File: src/rtl/b32_id_pkg.sv
package b32_id_pkg;
  localparam int CHAR_W      = 8;
  localparam int GROUP_CHARS = 8;
  localparam int NUM_GROUPS  = 4;   // one prefix group plus payload groups
  localparam int SYM_W       = 5;
  localparam int DISC_W      = 8;

  localparam int GROUP_W    = CHAR_W * GROUP_CHARS;
  localparam int ID_W       = GROUP_W * NUM_GROUPS;
  localparam int PAY_GROUPS = NUM_GROUPS - 1;
  localparam int VAL_W      = SYM_W * GROUP_CHARS;
  localparam int PACK_W     = VAL_W * PAY_GROUPS;
  localparam int OUT_W      = PACK_W + DISC_W;
  localparam int CNT_W      = $clog2(NUM_GROUPS);

  localparam logic [GROUP_W-1:0] PREFIX_WORD = 64'h6469_643a_706c_633a;
  localparam logic [DISC_W-1:0]  DISC_OK     = 8'h00;
  localparam logic [DISC_W-1:0]  DISC_BAD    = 8'h01;

  typedef struct packed {
    logic                  loadWide;
    logic [NUM_GROUPS-1:0] loadBeat;   // one-hot beat index, 0 = prefix
  } strobe_t;
endpackage

File: src/rtl/b32_group_decode.sv
module b32_group_decode
  import b32_id_pkg::*;
(
  input  logic [GROUP_W-1:0] chars,
  output logic [VAL_W-1:0]   vals,
  output logic               ok
);
  logic [GROUP_CHARS-1:0] charOk;

  for (genvar i = 0; i < GROUP_CHARS; i++) begin : g_char
    logic [CHAR_W-1:0] c;
    logic isLetter, isDigit;
    assign c        = chars[GROUP_W-1-i*CHAR_W -: CHAR_W];
    assign isLetter = (c >= 8'h61) && (c <= 8'h7a);
    assign isDigit  = (c >= 8'h32) && (c <= 8'h37);
    assign charOk[i] = isLetter | isDigit;
    // low five bits of the offsets 0x61 and 0x18; the subtraction wraps mod 32
    assign vals[VAL_W-1-i*SYM_W -: SYM_W] =
      c[6] ? (c[SYM_W-1:0] - 5'h01) : (c[SYM_W-1:0] - 5'h18);
  end

  assign ok = &charOk;
endmodule

File: src/rtl/b32_id_datapath.sv
module b32_id_datapath
  import b32_id_pkg::*;
(
  input  logic             clk,
  input  logic             rst,
  input  strobe_t          strb,
  input  logic [ID_W-1:0]  inData,
  output logic [OUT_W-1:0] outData
);
  logic [GROUP_W-1:0] lane [NUM_GROUPS];
  logic [VAL_W-1:0]   payVal [PAY_GROUPS];
  logic [PAY_GROUPS-1:0] payOk;
  logic prefixOk, allOk;
  logic [PACK_W-1:0] packReg;
  logic okReg;

  for (genvar g = 0; g < NUM_GROUPS; g++) begin : g_lane
    assign lane[g] = strb.loadWide ? inData[ID_W-1-g*GROUP_W -: GROUP_W]
                                   : inData[GROUP_W-1:0];
  end

  assign prefixOk = (lane[0] == PREFIX_WORD);

  for (genvar g = 0; g < PAY_GROUPS; g++) begin : g_pay
    b32_group_decode u_dec (
      .chars(lane[g+1]),
      .vals (payVal[g]),
      .ok   (payOk[g])
    );
  end

  assign allOk = prefixOk & (&payOk);

  always_ff @(posedge clk) begin
    if (rst) begin
      packReg <= '0;
      okReg   <= 1'b0;
    end else if (strb.loadWide) begin
      for (int g = 0; g < PAY_GROUPS; g++)
        packReg[PACK_W-1-g*VAL_W -: VAL_W] <= payVal[g];
      okReg <= allOk;
    end else begin
      if (strb.loadBeat[0]) okReg <= prefixOk;
      for (int g = 0; g < PAY_GROUPS; g++) begin
        if (strb.loadBeat[g+1]) begin
          packReg[PACK_W-1-g*VAL_W -: VAL_W] <= payVal[g];
          okReg <= okReg & payOk[g];
        end
      end
    end
  end

  assign outData = {(okReg ? DISC_OK : DISC_BAD), packReg};
endmodule

File: src/rtl/b32_id_control.sv
module b32_id_control
  import b32_id_pkg::*;
(
  input  logic    clk,
  input  logic    rst,
  input  logic    inValid,
  input  logic    inWide,
  input  logic    outReady,
  output logic    inReady,
  output logic    outValid,
  output strobe_t strb
);
  logic [CNT_W-1:0] beatCount;
  logic accept, wideStart, beatTake, lastBeat;

  assign inReady   = !outValid;
  assign accept    = inValid && inReady;
  assign wideStart = accept && inWide && (beatCount == '0);
  assign beatTake  = accept && !wideStart;
  assign lastBeat  = (beatCount == CNT_W'(NUM_GROUPS - 1));

  always_comb begin
    strb.loadWide = wideStart;
    for (int g = 0; g < NUM_GROUPS; g++)
      strb.loadBeat[g] = beatTake && (beatCount == CNT_W'(g));
  end

  always_ff @(posedge clk) begin
    if (rst) begin
      beatCount <= '0;
      outValid  <= 1'b0;
    end else begin
      if (outValid && outReady) outValid <= 1'b0;
      if (wideStart) begin
        outValid <= 1'b1;
      end else if (beatTake) begin
        if (lastBeat) begin
          beatCount <= '0;
          outValid  <= 1'b1;
        end else begin
          beatCount <= beatCount + 1'b1;
        end
      end
    end
  end
endmodule

File: src/rtl/b32_id_decoder.sv
module b32_id_decoder
  import b32_id_pkg::*;
(
  input  logic             clk,
  input  logic             rst,
  input  logic             inValid,
  output logic             inReady,
  input  logic             inWide,
  input  logic [ID_W-1:0]  inData,
  output logic             outValid,
  input  logic             outReady,
  output logic [OUT_W-1:0] outData
);
  strobe_t strb;

  b32_id_control u_ctrl (
    .clk     (clk),
    .rst     (rst),
    .inValid (inValid),
    .inWide  (inWide),
    .outReady(outReady),
    .inReady (inReady),
    .outValid(outValid),
    .strb    (strb)
  );

  b32_id_datapath u_dp (
    .clk    (clk),
    .rst    (rst),
    .strb   (strb),
    .inData (inData),
    .outData(outData)
  );
endmodule

File: config.mk
export PLATFORM = sky130hd
export DESIGN_NAME = b32_id_decoder
export DESIGN_NICKNAME = d
export VERILOG_FILES = /design/src/rtl/b32_id_pkg.sv /design/src/rtl/b32_group_decode.sv /design/src/rtl/b32_id_datapath.sv /design/src/rtl/b32_id_control.sv /design/src/rtl/b32_id_decoder.sv
export SDC_FILE = /design/constraint.sdc
export NUM_CORES = 1
export LEC_CHECK = 0
export BUFFER_PORTS_ARGS = -buffer_cell sky130_fd_sc_hd__buf_2
export CAP_MARGIN = 20
export CORE_UTILIZATION = 25
export CTS_BUF_LIST = sky130_fd_sc_hd__clkbuf_16
export CTS_CLUSTER_SIZE = 24
export DETAILED_ROUTE_END_ITERATION = 10
export HOLD_SLACK_MARGIN = 0.08
export PLACE_DENSITY = 0.55
export SLEW_MARGIN = 20
export SYNTH_ARGS = -nofsm -noshare
export SYNTH_HDL_FRONTEND = slang
export SYNTH_SLANG_ARGS = --single-unit
File: constraint.sdc
create_clock -name clk -period 6.8 [get_ports clk]
set_clock_uncertainty 0.15 [all_clocks]
set_input_delay 1.02 -clock clk [delete_from_list [all_inputs] [get_ports clk]]
set_output_delay 1.02 -clock clk [all_outputs]
set_load 0.005 [all_outputs]
After elaboration in Yosys (flattened, before gate mapping) --
Index checks and enable logic that the tools add are counted. Widths: inputs -> output; s select.
Cells by class: magnitude comparators 96, bitwise operators 29, multiplexer cells 42, equal/unequal tests 4, reductions and logical operators 69, add/sub/neg operators 49
Operators with widths (number):
- $ge 8x6->1 const B | 24
- $ge 8x7->1 const B | 24
- $le 8x6->1 const B | 24
- $le 8x7->1 const B | 24
- $mux 64 | 3
- $mux 120 | 1
- $mux 40 | 3
- $mux 5 | 24
- $sub 5x1->5 const B | 24
- $sub 5x5->5 const B | 24
- $eq 64x63->1 const B | 1
- $logic_and 1x1->1 | 57
- $or 1x1->1 | 24
- $reduce_and 24->1 | 1
- $reduce_and 8->1 | 3
- $mux 1 | 10
- $reduce_bool 2->1 | 3
- $reduce_bool 5->1 | 1
- $and 1x1->1 | 4
- $eq 2x2->1 const B | 2
- $add 2x1->2 const B | 1
- $eq 2x1->1 const B | 1
- $logic_not 1->1 | 2
- $logic_not 2->1 | 1
- other kinds (3) | 3
Storage, ports and cells: input port bits 261, output and inout port bits 130, register bits 124

Longest topological paths before layout --
Gate-level depths: netlist of the first run.
depth after elaboration 14, depth in mapped cells 20, depth with buffers taken out 15

By module --
A second synthesis of the first run with hierarchy kept.
Unflattened totals: cells, all modules 1696, area, all modules 11389.7 um2
By module, submodules not included:
- b32_id_datapath | area each 6140.9 um2, times used 1, cells each 957
- b32_group_decode | area each 1662.8 um2, times used 3, cells each 237
- b32_id_control | area each 260.2 um2, times used 1, cells each 28

Worst setup path before layout of the first run --
OpenSTA, ideal clock, no wires.
path type input-to-reg, start point input inWide, end point register u_dp.okReg, stages 17, slack 2.844 ns, library setup time 0.123 ns, buffers on the path 4, data required time 6.527 ns, arrival time 3.683 ns, cell sequence and4b_1 -> buf_6 -> buf_12 -> buf_6 -> buf_4 -> nor2_1 -> a21oi_1 -> inv_1 -> ha_1 -> or4_1 -> a21oi_1 -> a221oi_1 -> a32o_1 -> o2111ai_1 -> nor3_1 -> a41oi_1 -> o21ai_1
Between the ends: cells in the longest elaborated chain, start to end 12, elaborated cells between the ends (all ways) 136, those cells by class order compare: 64; eq/ne: 1; mux: 8; bitwise: 19; reduce/logical: 44
Ends and longest elaborated chain:
- start: declaration | RTL line b32_id_decoder.sv:8 | input logic inWide,
- $logic_and 1x1->1 (*) (2 in series) | RTL line b32_id_control.sv:18 | assign wideStart = accept && inWide && (beatCount == '0);
- $mux 64 | RTL line b32_id_datapath.sv:18 | assign lane[g] = strb.loadWide ? inData[ID_W-1-g*GROUP_W -: GROUP_W]
- $ge 8x7->1 (tied with other cells) | RTL line b32_group_decode.sv:14 | assign isLetter = (c >= 8'h61) && (c <= 8'h7a);
- $logic_and 1x1->1, on equally long branches | RTL line b32_group_decode.sv:14, b32_group_decode.sv:15
- $or 1x1->1 | RTL line b32_group_decode.sv:16 | assign charOk[i] = isLetter | isDigit;
- $reduce_and 8->1 | RTL line b32_group_decode.sv:22 | assign ok = &charOk;
- $and 1x1->1 | RTL line b32_id_datapath.sv:47 | okReg <= okReg & payOk[g];
- $mux 1 (3 in series) | RTL line b32_id_datapath.sv:45 | if (strb.loadBeat[g+1]) begin
- $mux 1 | RTL line b32_id_datapath.sv:38 | end else if (strb.loadWide) begin
- end signal: assignment | RTL line b32_id_datapath.sv:41 | okReg <= allOk;
- end signal: assignment | RTL line b32_id_datapath.sv:43 | if (strb.loadBeat[0]) okReg <= prefixOk;
- end signal: assignment | RTL line b32_id_datapath.sv:47
- end: declaration | RTL line b32_id_datapath.sv:15 | logic okReg;
Every way passes the cells marked *; elsewhere a longest branch is shown, timed or not. The select of a mux whose other input is x is not followed. A chain may end at the register's enable or synchronous reset.

Worst setup path after layout of the first run --
start point register u_ctrl.beatCount[0], end point register u_dp.okReg
Between the ends: cells in the longest elaborated chain, start to end 12, elaborated cells between the ends (all ways) 139, those cells by class order compare: 64; eq/ne: 4; mux: 8; bitwise: 19; reduce/logical: 44
Ends and longest elaborated chain:
- start: declaration | RTL line b32_id_control.sv:13 | logic [CNT_W-1:0] beatCount;
- start signal: assignment | RTL line b32_id_control.sv:41 | beatCount <= beatCount + 1'b1;
- $logic_not 2->1 | RTL line b32_id_control.sv:18, b32_id_control.sv:25
- $logic_and 1x1->1 | RTL line b32_id_control.sv:18
- $mux 64 | RTL line b32_id_datapath.sv:18
- $ge 8x7->1 (tied with other cells) | RTL line b32_group_decode.sv:14
- $logic_and 1x1->1, on equally long branches | RTL line b32_group_decode.sv:14, b32_group_decode.sv:15
- $or 1x1->1 | RTL line b32_group_decode.sv:16
- $reduce_and 8->1 | RTL line b32_group_decode.sv:22
- $and 1x1->1 | RTL line b32_id_datapath.sv:47
- $mux 1 (3 in series) | RTL line b32_id_datapath.sv:45
- $mux 1 | RTL line b32_id_datapath.sv:38
Several ways; a longest one is shown, not always the timed one. The select of a mux whose other input is x is not followed.

==> results of run 1 <==
==> cell type report <==
cell class              count  area, µm²
fillers                  4710      29280
multi-input cells        1159       7660
flip-flops and latches    124       2482
repair buffers            394       2014
well taps                 585      732.0
clock buffers              17      425.4
inverters                  76      285.3
clock inverters            15      180.2
diodes                      8      20.02
==> tightest hold or removal path: stages, from the launching register on <==
cell	delay, ns
dfxtp_1	0.30
nand2_1	0.05
a21oi_1	0.05
==> sequential cells by signal, summed over array words and instances, names as in the netlist <==
register and cells:
u_dp.okReg 1, u_ctrl.outValid 1, u_dp.packReg 120, u_ctrl.beatCount 2
==> worst paths after layout <==
path	slack [ns]	to	startpoint	depth (start not counted)
hold / removal	0.30	u_dp.packReg[71]$_SDFFE_PP0P_	u_dp.packReg[71]$_SDFFE_PP0P_	2
setup / recovery	2.44	u_dp.okReg$_SDFFE_PP0P_	u_ctrl.beatCount[0]$_SDFFE_PP0P_	15
hold reg to reg	0.30	u_dp.packReg[71]$_SDFFE_PP0P_	u_dp.packReg[71]$_SDFFE_PP0P_	2
setup reg to reg	2.44	u_dp.okReg$_SDFFE_PP0P_	u_ctrl.beatCount[0]$_SDFFE_PP0P_	15
==> metal layers <==
metal | share of wire (%) | GRT usage (%) | vias to the layer above
li1 | - | - | 5888
met1 | 41 | 30.70 | 5925
met2 | 47 | 40.67 | 585
met3 | 8.1 | 6.512 | 92
met4 | 3.6 | 10.04 | 16
met5 | 0.16 | 0 | -
==> where the power goes <==
part,leakage [nW],total [mW],switching (mW),internal (mW)
Sequential,1.02,0.831,0.0361,0.795
Combinational,4.61,0.928,0.586,0.341
Clock,0.296,0.968,0.363,0.605
Total,5.93,2.73,0.985,1.74
==> cell usage in the layout, fill, tap and decap left out, types with 9 or more instances in the layout <==
cell         n
ha_1        68
nand4_1     15
mux2i_1     62
dfxtp_1    124
nand2b_1    14
xnor2_1     64
nor4bb_1    10
o41ai_1      9
nor4_1      15
nand3_1     24
a31oi_1     12
nor4b_1     11
nor3_1      42
o211ai_1    16
or3_1       16
a21oi_1    129
clkbuf_16   17
a211oi_1    76
o21ai_0     44
buf_4       11
nand2_1    127
nor2_1     181
buf_2      382
o2111ai_1   10
xor2_1      26
nor2b_1     23
inv_1       77
==> stage by stage <==
stage | worst slack (ns) | util, % | cells | power (mW)
floorplan | 2.844 | - | 1467 | 1.380
global placement | 2.125 | 30.57 | 2338 | 1.760
detailed placement | 2.051 | 30.58 | 2338 | 1.765
CTS | 2.459 | 31.99 | 2370 | 2.748
global route | 2.001 | 32.02 | 2376 | 2.874
finish | 2.442 | 32.04 | 2378 | 2.726
==> logic make-up after synthesis <==
family	Yosys count
XOR/XNOR	90
AND/OR/NAND/NOR	544
flip-flops	124
adder cells (fa/ha/maj)	68
AO/OA/AOI/OAI	380
multiplexers	70
other	1
buffers and inverters	184
==> results.cfg, run 1 <==
[sta]
max-slew-margin-rel_pct = 23.16
rsz0062_at_grt = no
min_period_over_period_pct = 64.08
fmax_ghz = 0.2295
min_period_ns = 4.358
hold_violations = 0
setup_viol = 0
fin_hold_ws_ns = 0.2975
final_max_slew_viol_count = 0
tns_ns = 0
tightestPinTransition_ns = 1.144

[critical_path]
cp-end-kind = flop
critPathLaunchType = flop
path_delay_family = simple AND/OR/NAND/NOR gates
worstSetupPathType = reg2reg
crit_buf_inv = 3
critPathSlowestCell = and4b_4
arrival_ns = 4.55
critPathMaxStageDelay_ns = 0.68
crit_chain = inv_1, ha_1, and4b_4, buf_4, nor2_1, a21oi_1, inv_1, ha_1, or4_1, a21oi_1, o31ai_1, o2111ai_1, nor3_1, a41oi_1, o21ai_1
cp.required_ns = 7.00
path_max_fanout = 38

[placement]
port_buffers = 383
gp_congestion = 1.004
place_area_um2 = 13170
hpwl_mm = 45.51

[die]
die_y_um = 211.0
row_count = 76
start_util_pct = 25.34
core-area_um2 = 43080
die_w_um = 211.0
die_area_um2 = 44510
ioPinCount = 391

[grt]
grt_overflow = 0
grt_usage_pct = 24.79
antenna_found_initial = 17
grt_max_degree = 72
grt_pass1_wl_mm = 79.67
grt_pass1_vias = 11820

[yosys]
synth_xor_area_share_pct = 7.221
synth-compound-area-share_pct = 23.03
synthAdderAreaFrac_pct = 7.794
netlist-cell-type-count = 82
yosys.area.top_type = dfxtp_1
synthSimpleGateAreaFrac_pct = 24.97
synth-seq-cells = 124
ys_seq_area_share_pct = 22.74
yosysMostFrequentCell = nor2_1
netlist_top_cells_count = 181 x nor2_1, 131 x a21oi_1, 129 x nand2_1
syn_area_um2 = 10920
synth_area_leaders = dfxtp_1 23%, ha_1 7.8%, nor2_1 6.2%
syn_area_per_cell_um2 = 7.472
synth_top_area_share_pct = 22.74
synth-edff-count = 0
yosysWarnings = 0
synthMuxAreaShare_pct = 6.636
synth_async_sr_flop_share_pct = 0
synthFlopType = dfxtp_1
synth_top_family_by_area = simple AND/OR/NAND/NOR gates
netlist_instances = 1461

[routing]
first_pass_iters = 5
ant_nets = 0
first_iter_violations = 1137
wl_per_cell_um = 23.61
routed_wl_mm = 56.15
drc = 0
vias = 12510
routed_via_density = 5.259

[power]
p_per_area_nw_per_um2 = 197.6
cellLeakagePower_nw = 5.925
vdd_drop_max_uv = 157.2

[cells_and_area]
layout-drive-gt1-share_pct = 25.55
final_nets = 2101
area_delta_synth_final_pct = 26.41
postLayoutCellArea_um2 = 13800

[clocking]
cts_made_buffers = 17
clk_pin_slew_ns = 0.07
cts_tree = built
clk_latency_ns = 0.45
postCtsHoldBufs = 0
clk_path_buf_depth = 2
cts.sinks = 124
root_buffer = clkbuf_16
htreeDepth = 4
post-cts-setup-buffers = 0
ctsResizeCount = 0

[worst_hold_path]
min_path_type = reg2reg

[outcome]
outcome = complete, no violations

[run]
timing.max_cap.violations = 0
Note: power is estimated with default switching activity, not from simulation.
==> run 2, diff against run 1 <==
Settings changed: ABC_AREA set to 1, PLACE_DENSITY 0.55 to 0.56.
Clock period 6.8 ns to 3.6 ns, I/O delays scaled along.
==> results.cfg, run 2 <==
[worst_hold_path]
min_path_type = in2reg
hold_path_depth = 3
holdPathEnd = u_ctrl.outValid$_SDFF_PP0_
worstHoldStart = outReady

[sta]
max-slew-margin-rel_pct = 29.00
final_max_slew_viol_count = 0
min_period_over_period_pct = 95.91
min_period_ns = 3.453
setup_viol = 0
fin_hold_ws_ns = 0.2021
tightestPinTransition_ns = 1.065
tns_ns = 0
rsz0062_at_grt = no
fmax_ghz = 0.2896
hold_violations = 0

[yosys]
syn_area_um2 = 11220
synth_top_family_by_area = simple AND/OR/NAND/NOR gates
synthSimpleGateAreaFrac_pct = 33.49
synthFlopType = dfxtp_1
ys_seq_area_share_pct = 22.12
synth-compound-area-share_pct = 20.34
synth-seq-cells = 124
netlist_instances = 1888
netlist_top_cells_count = 526 x nand2_1, 247 x inv_1, 215 x nor2_1
syn_area_per_cell_um2 = 5.943
synth_top_area_share_pct = 22.12
yosys.area.top_type = dfxtp_1
netlist-cell-type-count = 47
synth_area_leaders = dfxtp_1 22%, nand2_1 18%, o21ai_0 8.5%
yosysMostFrequentCell = nand2_1
synth-edff-count = 0
synth_async_sr_flop_share_pct = 0
synthMuxAreaShare_pct = 0
synthAdderAreaFrac_pct = 7.583
yosysWarnings = 0
synth_xor_area_share_pct = 3.434

[clocking]
cts_tree = built
htreeDepth = 4
clk_pin_slew_ns = 0.07
cts_made_buffers = 17
clk_path_buf_depth = 2
root_buffer = clkbuf_16
clk_latency_ns = 0.46
cts.sinks = 124

[routing]
first_iter_violations = 1130
routed_via_density = 4.834
ant_nets = 0
routed_wl_mm = 57.99
first_pass_iters = 5
vias = 13770
wl_per_cell_um = 20.36
drc = 0

[die]
start_util_pct = 25.37
die_y_um = 213.9
die_area_um2 = 45730
ioPinCount = 391
core-area_um2 = 44220
row_count = 77
die_w_um = 213.9

[placement]
port_buffers = 383
hpwl_mm = 48.32
place_inst = 2812
gp_congestion = 0.9669

[cells_and_area]
reg.largest.list = u_dp.packReg x120, u_ctrl.beatCount x2
mostFrequentLayoutCells = 524 x nand2_1, 383 x buf_2, 247 x inv_1
final_core_util_pct = 32.30
final_nets = 2568
layout-drive-gt1-share_pct = 22.74
regMostFlops = u_dp.packReg
final_common_cell = nand2_1
largest_register_ffs = 120
final_cells = 2848
area_delta_synth_final_pct = 27.30

[critical_path]
crit_buf_inv = 3
worstRegToRegCells = 20
arrival_ns = 3.71
rr_endpoint = u_dp.okReg$_SDFFE_PP0P_
crit_top_cell = nand2_1
cp.required_ns = 3.86
crit_chain = inv_1, ha_1, nand2_2, inv_2, nand2_4, nand2_1, nand2_1, inv_1, nand2_1, nand2_1, nor2_1, nand2_1, nor2_1, nand2_1, nor2_1, and2_1, nand3b_1, nor2_1, nor2_1, a21oi_2
cp-end-kind = flop
critPathLaunchType = flop
path_delay_family = simple AND/OR/NAND/NOR gates
path_max_fanout = 18
regToRegSetupSlack_ns = 0.15
regToRegStartpoint = u_ctrl.beatCount[0]$_SDFFE_PP0P_
critPathSlowestCell = nand2_1
worstSetupPathType = reg2reg
critPathMaxStageDelay_ns = 0.38

[grt]
grt_overflow = 0
grt_pass1_wl_mm = 82.88
grt_max_degree = 94
grt_usage_pct = 25.27
antenna_found_initial = 13
grt_pass1_vias = 12970

[power]
p_per_area_nw_per_um2 = 392.8
vdd_drop_max_uv = 258.4
cellLeakagePower_nw = 7.732

[outcome]
outcome = complete, no violations

[run]
timing.max_cap.violations = 0
## run 2: cell types whose count changed in the layout (fill, tap and decap cells not counted), sizes merged, moves of 39 or more
cell	before	now
o21ai	47	239
nand3	24	100
inv	78	271
nor2	181	220
a211oi	76	1
nand2	129	545
xnor2	64	16
a21oi	138	71
mux2i	64	0
## run 2: worst max-delay path by stage
stage                                           from                      end  cells past startpoint
floorplan           u_ctrl.beatCount[0]$_SDFFE_PP0P_  u_dp.okReg$_SDFFE_PP0P_                     24
global placement                             inValid  u_dp.okReg$_SDFFE_PP0P_                     21
global route        u_ctrl.beatCount[0]$_SDFFE_PP0P_  u_dp.okReg$_SDFFE_PP0P_                     22
CTS                 u_ctrl.beatCount[0]$_SDFFE_PP0P_  u_dp.okReg$_SDFFE_PP0P_                     21
detailed placement  u_ctrl.beatCount[0]$_SDFFE_PP0P_  u_dp.okReg$_SDFFE_PP0P_                     21
finish              u_ctrl.beatCount[0]$_SDFFE_PP0P_  u_dp.okReg$_SDFFE_PP0P_                     20
## run 2: tightest hold or removal path: stages
cell and delay [ns]:
buf_2 0.07, or2_2 0.09, a21oi_1 0.06
## run 2: final cells by class
class / instances / area, µm²
Clock inverter: 15 / 186.4
Tap cell: 592 / 740.7
Clock buffer: 17 / 425.4
Inverter: 269 / 1011
Timing Repair Buffer: 403 / 2117
Antenna cell: 4 / 10.01
Sequential cell: 124 / 2482
Fill cell: 4971 / 29940
Multi-Input combinational cell: 1424 / 7311
## run 2: logic make-up after synthesis
kind of cell             count (synthesis)
buffers and inverters                  346
flip-flops                             124
AO/OA/AOI/OAI                          393
XOR/XNOR                                44
adder cells (fa/ha/maj)                 68
other                                    1
AND/OR/NAND/NOR                        912
## run 2: metal layers
metal | up-vias | global-route usage [%] | routed length, µm
met5 | - | 0 | 91
li1 | 6777 | - | -
met3 | 86 | 4.760 | 3949
met4 | 16 | 9.433 | 1919
met2 | 554 | 38.97 | 25390
met1 | 6335 | 34.68 | 26640
## run 2: repair_timing
| action | CTS | global route |
|---|---|---|
| hold buffers | 0 | 0 |
| resized for setup | 0 | 3 |
| buffers inserted | 0 | 0 |
| endpoints found under the setup margin | 0 | 1 |
## run 2: stage by stage
| stage | total power [mW] | instance area [µm²] | worst slack, ns |
|---|---|---|---|
| 6_report | 5.611 | 14280 | 0.1472 |
| 5_1_grt | 5.947 | 14280 | 0.01695 |
| 4_1_cts | 5.620 | 14260 | 0.2264 |
| 2_1_floorplan | 2.846 | 11240 | 0.8394 |
| 3_3_place_gp | 3.735 | 13650 | 0.2571 |
| 3_5_place_dp | 3.734 | 13650 | 0.2326 |
## run 2: report_power, final
group	internal (mW)	switching [mW]	total, mW
logic	0.694	1.41	2.10
clock network	1.10	0.778	1.88
registers	1.54	0.0944	1.63
total	3.33	2.28	5.61
